<file path="config.mk">
export PLATFORM = sky130hd
export DESIGN_NAME = hws_sync_aligner
export DESIGN_NICKNAME = d
export VERILOG_FILES = /design/src/rtl/hws_pkg.sv /design/src/rtl/hws_swap_stage.sv /design/src/rtl/hws_pattern_match.sv /design/src/rtl/hws_sync_fsm.sv /design/src/rtl/hws_sync_aligner.sv
export SDC_FILE = /design/constraint.sdc
export NUM_CORES = 1
export LEC_CHECK = 0
export ABC_AREA = 1
export BUFFER_PORTS_ARGS = -buffer_cell sky130_fd_sc_hd__buf_2
export CORE_MARGIN = 4
export CORE_UTILIZATION = 50
export CTS_BUF_LIST = sky130_fd_sc_hd__clkbuf_2
export DETAILED_ROUTE_END_ITERATION = 8
export GPL_TIMING_DRIVEN = 0
export PLACE_DENSITY = 0.84
export RECOVER_POWER = 100
export SYNTH_ARGS = -nofsm -noshare
export SYNTH_HDL_FRONTEND = slang
export SYNTH_HIERARCHICAL = 1
export SYNTH_SLANG_ARGS = --single-unit
</file>
<file path="constraint.sdc">
create_clock -name clk -period 1.69 [get_ports clk]
set_input_delay 0.2535 -clock clk [delete_from_list [all_inputs] [get_ports clk]]
set_output_delay 0.2535 -clock clk [all_outputs]
set_load 0.01 [all_outputs]
</file>
<file path="src/rtl/hws_pkg.sv">
package hws_pkg;
    localparam int unsigned HWS_HALF_W   = 10;
    localparam int unsigned HWS_WORD_W   = 2 * HWS_HALF_W;
    localparam logic [HWS_HALF_W-1:0] HWS_SYNC_PAT = 10'h1A7;

    typedef enum logic [1:0] {
        ST_HUNT   = 2'd0,
        ST_ARMED  = 2'd1,
        ST_LOCKED = 2'd2
    } hws_state_e;
endpackage

</file>
<file path="src/rtl/hws_swap_stage.sv">
module hws_swap_stage #(
    parameter int unsigned HALF_W = 10,
    localparam int unsigned WORD_W = 2 * HALF_W
) (
    input  logic              clk,
    input  logic              rst_n,
    input  logic [WORD_W-1:0] din,
    input  logic              swap_en,
    output logic [WORD_W-1:0] fixed_comb,
    output logic [WORD_W-1:0] dout_q
);
    logic [WORD_W-1:0] exchanged;

    // Build the exchanged word half by half.
    for (genvar h = 0; h < 2; h++) begin : g_half
        assign exchanged[h*HALF_W +: HALF_W] = din[(1-h)*HALF_W +: HALF_W];
    end

    assign fixed_comb = swap_en ? exchanged : din;

    always_ff @(posedge clk or negedge rst_n) begin
        if (!rst_n) begin
            dout_q <= '0;
        end else begin
            dout_q <= fixed_comb;
        end
    end
endmodule

</file>
<file path="src/rtl/hws_pattern_match.sv">
module hws_pattern_match #(
    parameter int unsigned HALF_W = 10,
    parameter logic [HALF_W-1:0] PATTERN = 10'h1A7,
    localparam int unsigned WORD_W = 2 * HALF_W
) (
    input  logic [WORD_W-1:0] word,
    output logic              hit
);
    logic [HALF_W-1:0] low_half;

    assign low_half = word[HALF_W-1:0];
    assign hit      = (low_half == PATTERN);

    // The upper half takes no part in detection.
    logic unused_upper;
    assign unused_upper = ^word[WORD_W-1:HALF_W];
endmodule

</file>
<file path="src/rtl/hws_sync_fsm.sv">
module hws_sync_fsm
    import hws_pkg::*;
(
    input  logic       clk,
    input  logic       rst_n,
    input  logic       hit,
    output hws_state_e state_o,
    output logic       lock_o
);
    hws_state_e state_q, state_d;

    // Next-state logic
    always_comb begin
        state_d = state_q;
        unique case (state_q)
            ST_HUNT:   if (hit) state_d = ST_ARMED;
            ST_ARMED:  if (hit) state_d = ST_LOCKED;
            ST_LOCKED: state_d = ST_LOCKED;
            default:   state_d = ST_HUNT;
        endcase
    end

    // State register
    always_ff @(posedge clk or negedge rst_n) begin
        if (!rst_n) begin
            state_q <= ST_HUNT;
        end else begin
            state_q <= state_d;
        end
    end

    // Outputs
    always_comb begin
        state_o = state_q;
        lock_o  = (state_q == ST_LOCKED);
    end
endmodule

</file>
<file path="src/rtl/hws_sync_aligner.sv">
module hws_sync_aligner
    import hws_pkg::*;
#(
    parameter int unsigned HALF_W = HWS_HALF_W,
    parameter logic [HALF_W-1:0] PATTERN = HWS_SYNC_PAT,
    localparam int unsigned WORD_W = 2 * HALF_W
) (
    input  logic              clk,
    input  logic              rst_n,
    input  logic [WORD_W-1:0] rx_word,
    input  logic              swap_en,
    output logic [WORD_W-1:0] aligned_word,
    output logic              data_valid
);
    logic [WORD_W-1:0] fixed_word;
    logic              det_hit;
    hws_state_e        fsm_state;

    hws_swap_stage #(.HALF_W(HALF_W)) u_swap (
        .clk        (clk),
        .rst_n      (rst_n),
        .din        (rx_word),
        .swap_en    (swap_en),
        .fixed_comb (fixed_word),
        .dout_q     (aligned_word)
    );

    hws_pattern_match #(.HALF_W(HALF_W), .PATTERN(PATTERN)) u_match (
        .word (fixed_word),
        .hit  (det_hit)
    );

    hws_sync_fsm u_fsm (
        .clk     (clk),
        .rst_n   (rst_n),
        .hit     (det_hit),
        .state_o (fsm_state),
        .lock_o  (data_valid)
    );
endmodule

</file>
* Yosys cells after proc, flatten, opt, wreduce, memory -nomap -nowiden
Cells that the tools add are included.
W data, S select, Z words.
** Storage, ports and cells
- Input port bits :: 23
- Bits in registers :: 22
** Operators by class
- Eq/ne operators :: 5
- Mux-type cells :: 4
- Reductions and logical operators :: 2
** Operators by type and width (number)
- $mux W20 :: 1
- $eq A10 B9 Y1 const B :: 1
- $pmux W2 S3 :: 1
- $mux W2 :: 2
- $ne A2 B2 Y1 const B :: 2
- $eq A2 B1 Y1 const B :: 1
- $eq A2 B2 Y1 const B :: 1
- $logic_not A2 Y1 :: 1
- $reduce_and A2 Y1 :: 1

* Depth between registers and ports, before layout
- Depth after elaboration :: 4
- Depth in mapped cells :: 12

* By module
Netlist, hierarchy kept.
** Modules (own cells, without submodules)
- hws_swap_stage :: cells an instance 85, sequential area each 500.5 µm², area an instance 767.0 µm², times used 1
- hws_sync_fsm :: cells an instance 20, sequential area each 50.0 µm², area an instance 157.7 µm², times used 1
- hws_pattern_match :: cells an instance 10, sequential area each 0.0 µm², area an instance 45.0 µm², times used 1

* Least setup slack after synthesis
No wires, ideal clock.
- Kind :: input -> register
- From :: input port swap_en
- To :: register u_fsm.state_q[0] (netlist: u_fsm/state_o[0])
- Cell stages on the path :: 12
- Setup slack :: 597 ps
- Data arrival time :: 1028 ps
- Data required time :: 1625 ps
- Path buffers :: 1
- Cell sequence :: inv_2 > buf_6 > nand2_1 > nand2_1 > inv_1 > nor2_2 > nand3_1 > nor2_1 > inv_2 > nand2_1 > nand3_1 > nand2_1
** On the way
- Word-level cells in the longest chain between the ends :: 4
- Elaborated cells between the ends (all ways) :: 5
- Those cells by class :: 3 x eq/ne; 1 x mux; 1 x reduce/logical
** RTL lines
- start: declaration :: RTL line hws_sync_aligner.sv:11 : input logic swap_en,
- $mux W20 (*) :: RTL line hws_swap_stage.sv:19 : assign fixed_comb = swap_en ? exchanged : din;
- via fixed_word[7] :: RTL line hws_sync_aligner.sv:15 : logic [WORD_W-1:0] fixed_word;
- $eq A10 B9 Y1 (*) :: RTL line hws_pattern_match.sv:12 : assign hit = (low_half == PATTERN);
- via det_hit :: RTL line hws_sync_aligner.sv:16 : logic det_hit;
- $ne A2 B2 Y1 (no source line)
- $reduce_and A2 Y1 (no source line) (*)
- end signal: assignment :: RTL line hws_sync_fsm.sv:28 : state_q <= state_d;
- end: declaration :: RTL line hws_sync_fsm.sv:10 : hws_state_e state_q, state_d;
The timed path passes the listed nets; every way through them passes the cells marked *.
A chain may end at the register's enable or synchronous reset.

* Final worst setup path
- From :: register u_fsm.state_q[0] (netlist: u_fsm/state_o[0])
- To :: output port data_valid
** On the way
- Word-level cells in the longest chain between the ends :: 1
** RTL lines
- $eq A2 B2 Y1 :: RTL line hws_sync_fsm.sv:35 : lock_o = (state_q == ST_LOCKED);
- end: declaration :: RTL line hws_sync_aligner.sv:13 : output logic data_valid
Every way passes these cells.

==> key figures <==
Final layout
  – Antenna fix cells: 0
  – FILL cells: 174
  – Area grow syn2layout: 22.84%
  – Storage element area: 550.5 um2
  – Post-layout net count: 191
  – Most used cells in the layout excluding fill and tap cells: 66 x sky130_fd_sc_hd__nand2_1, 26 x sky130_fd_sc_hd__clkbuf_1, 22 x sky130_fd_sc_hd__dfrtp_1, 20 x sky130_fd_sc_hd__buf_2, 8 x sky130_fd_sc_hd__inv_1
  – Leading cell type in the layout, fill and taps excluded: sky130_fd_sc_hd__nand2_1
  – Multi-input combinational cell area: 345.3 um2
  – Finished Layout Cells: 187
  – Proportion of layout cells with a drive suffix above 1: 15.43%

STA
  – Period utilization: 84.20%
  – Tightest Pin Transition: 1.144 ns
  – Max_slew headroom: 23.74%
  – Top achievable clock speed: 702.7 MHz
  – Sum Neg Setup Slack: 0 ns
  – Total of endpoints with negative setup slack in the final report: 0
  – Unrepaired setup endpoints after global routing: no
  – Final hold vios: 0
  – Count of final max-slew check failures: 0
  – Setup skew after layout: 0.0001171 ns
  – Final Critical Period: 1.423 ns

Clock network
  – Clock latency on the worst-skew pair: 0.31 ns
  – Clock buffer count from CTS: 3
  – H-Tree Depth: 1
  – CTS Buffer Depth: 2
  – Post-CTS Resized: 0
  – CTS clock-pin slew for the worst setup and hold paths: 0.19 ns
  – Root buf cell: sky130_fd_sc_hd__clkbuf_2
  – Setup Fix Bufs, Post-CTS: 0
  – Clock sinks: 22
  – Clock tree from TritonCTS: done
  – Hold buffers post-CTS: 1

Logic synthesis
  – Synth Register Bits: 22
  – Yosys top cell by area: sky130_fd_sc_hd__dfrtp_1
  – Cell Area, Synth: 969.7 um2
  – Number of instances in the synthesized netlist: 115
  – Synth Warn #: 6
  – Average cell area after synthesis: 8.432 um2
  – Top cell type's share of synthesized area: 56.77%
  – Number of distinct library cells after synthesis: 10
  – Leading cell types by total area after synthesis: sky130_fd_sc_hd__dfrtp_1 57%, sky130_fd_sc_hd__nand2_1 26%, sky130_fd_sc_hd__ha_1 5.2%, sky130_fd_sc_hd__nand3_1 3.1%, sky130_fd_sc_hd__inv_1 2.7%
  – Net count after synthesis: 142
  – Sequential-to-total area share from yosys stat: 56.77%

Setup path
  – Worst Reg2Reg Path Length in Cells: 6
  – Worst path buffer plus inverter count: 2
  – Crit path arrival time: 1.17 ns
  – Worst setup startpoint: u_fsm/state_o[0]
  – Start-to-end type of the worst setup path: reg2out
  – Category of cells accounting for the largest share of critical-path delay: flip-flops
  – Maximum fanout encountered on the critical timing path: 3
  – RR Startpoint: u_fsm/state_o[1]
  – Endpoint class of the critical path: output port
  – Number of cells on the critical path: 3
  – Critical path's largest stage delay: 0.44 ns
  – Worst Path Required: 1.44 ns
  – Library cell contributing the largest single delay on the critical path: sky130_fd_sc_hd__dfrtp_1
  – CP Cell Sequence: inv_1 > ha_1 > clkbuf_1
  – Setup crit start kind: register

Global route
  – Initial antenna violation count: 0
  – Maximum number of pins on one net before global-route repair: 23
  – Aggregate global routing overflow: 0
  – Via count of the first global-routing pass: 860
  – Total global routing track utilization: 20.85%
  – Wire length of the first global-routing pass: 3.981 mm

Die
  – Die width: 52.04 um
  – I/O pin count: 44
  – Placeable core region: 1783 um2
  – Initial Utilization: 54.39%
  – Die Area: 2708 um2
  – Chip height: 52.04 um
  – Placement Rows: 15

Min path
  – Path type of the worst min-delay path: in2reg
  – Worst Min Path Start: rx_word[12]
  – WHS Path Cells: 3

Placement
  – Total placed cells including tap cells: 183
  – I/O Buffers: 43
  – Placer Congestion: 0.6928
  – DP Wirelength: 1.837 mm

Pwr
  – Pint: 0.7626 mW
  – NetSw: 0.4050 mW
  – Leakage power summed over all cells: 0.6700 nW
  – Power density over cell area: 980.2 nW/um2
  – Share of total power consumed by net switching: 34.68%
  – Logic pwr share: 30.2%
  – Maximum VDD drop: 547.6 uV
  – Portion of total power attributed to the clock network: 16.9%
  – Part of the total power dissipated in sequential elements: 52.9%

Drt
  – Total wirelength of the detailed-routed design: 2.368 mm
  – First-pass detailed-route iteration total: 6
  – Starting DRT DRC Count: 35
  – Routed via count: 895
  – Avg WL per Cell: 12.66 um
  – Number of nets with antenna violations after detailed routing: 0
  – Avg Vias per Cell: 4.786
  – Remaining design rule violation count: 0

Outcome
  – Result of the run: complete, no violations

Flow run
  – Number of max-cap violations: 0
## metrics by stage
stage	hold WS (ns)	util [%]	worst slack, ns	power (mW)	cell area, um2
after floorplan	-0.04209	-	0.5975	0.8472	969.7
after global placement	0.2305	68.21	0.3449	0.9516	1216
after detailed placement	0.2453	68.21	0.2839	0.9979	1216
after CTS	0.1169	69.61	0.2767	1.194	1241
after global routing	0.1015	66.81	0.1574	1.261	1191
final	0.1273	66.81	0.2670	1.168	1191
## worst paths after layout
path / slack [ns] / to
worst max register to register: 0.61 / u_fsm/state_o[1]
worst min register to register: 0.60 / u_fsm/state_o[0]
min in group asynchronous: 0.65 / u_swap/dout_q[13]
max in group asynchronous: 0.37 / u_swap/dout_q[14]
worst min-delay path: 0.13 / u_swap/dout_q[12]
worst max-delay path: 0.27 / data_valid
## registers in the layout (all words and copies together), names as in the netlist
signal         cells
u_fsm/state_o      2
u_swap/dout_q     20
## worst register-to-register path, cell delays in order (launching register included)
cell	delay, ns
sky130_fd_sc_hd__dfrtp_1	0.43
sky130_fd_sc_hd__inv_1	0.10
sky130_fd_sc_hd__ha_1	0.20
sky130_fd_sc_hd__inv_1	0.05
sky130_fd_sc_hd__nand2_1	0.06
sky130_fd_sc_hd__nand3_1	0.07
sky130_fd_sc_hd__nand2_1	0.07
## layout make-up
class                   count  share of cell area (%)
plain buffers               4                   1.576
clock buffers               3                   1.261
inverters                   9                   2.836
multi-input cells          80                   28.99
flip-flops and latches     22                   46.22
well taps                  25                   2.626
repair buffers             44                   16.49
## synthesized netlist by cell type
library cell,number
sky130_fd_sc_hd__nand2_1,66
sky130_fd_sc_hd__dfrtp_1,22
sky130_fd_sc_hd__inv_1,7
sky130_fd_sc_hd__nand3_1,6
sky130_fd_sc_hd__ha_1,4
sky130_fd_sc_hd__buf_4,2
sky130_fd_sc_hd__buf_6,2
sky130_fd_sc_hd__inv_2,2
sky130_fd_sc_hd__nor2_1,2
sky130_fd_sc_hd__nor2_2,2
## power groups by stage
stage	combinational, mW	sequential [mW]	clock (mW)
2_1_floorplan	0.206	0.642	0
3_3_place_gp	0.332	0.620	0
3_5_place_dp	0.372	0.626	0
6_report	0.352	0.618	0.198
5_1_grt	0.407	0.623	0.231
4_1_cts	0.374	0.616	0.204
## cells by family after synthesis
group                      synth area share (%)
DFF                                       56.77
and+or+nand+nor                           30.71
buffers and inverters                     7.355
adders and majority gates                 5.161
## routing by layer
| layer | track usage, % | up-vias | share of wire [%] |
|---|---|---|---|
| met5 | 0 | - | 0 |
| met4 | 11.79 | 0 | 2.2 |
| met3 | 3.152 | 4 | 7.3 |
| met2 | 33.68 | 43 | 52 |
| met1 | 26.45 | 409 | 39 |
| li1 | - | 439 | - |
Power figures use the tool's default switching activity.
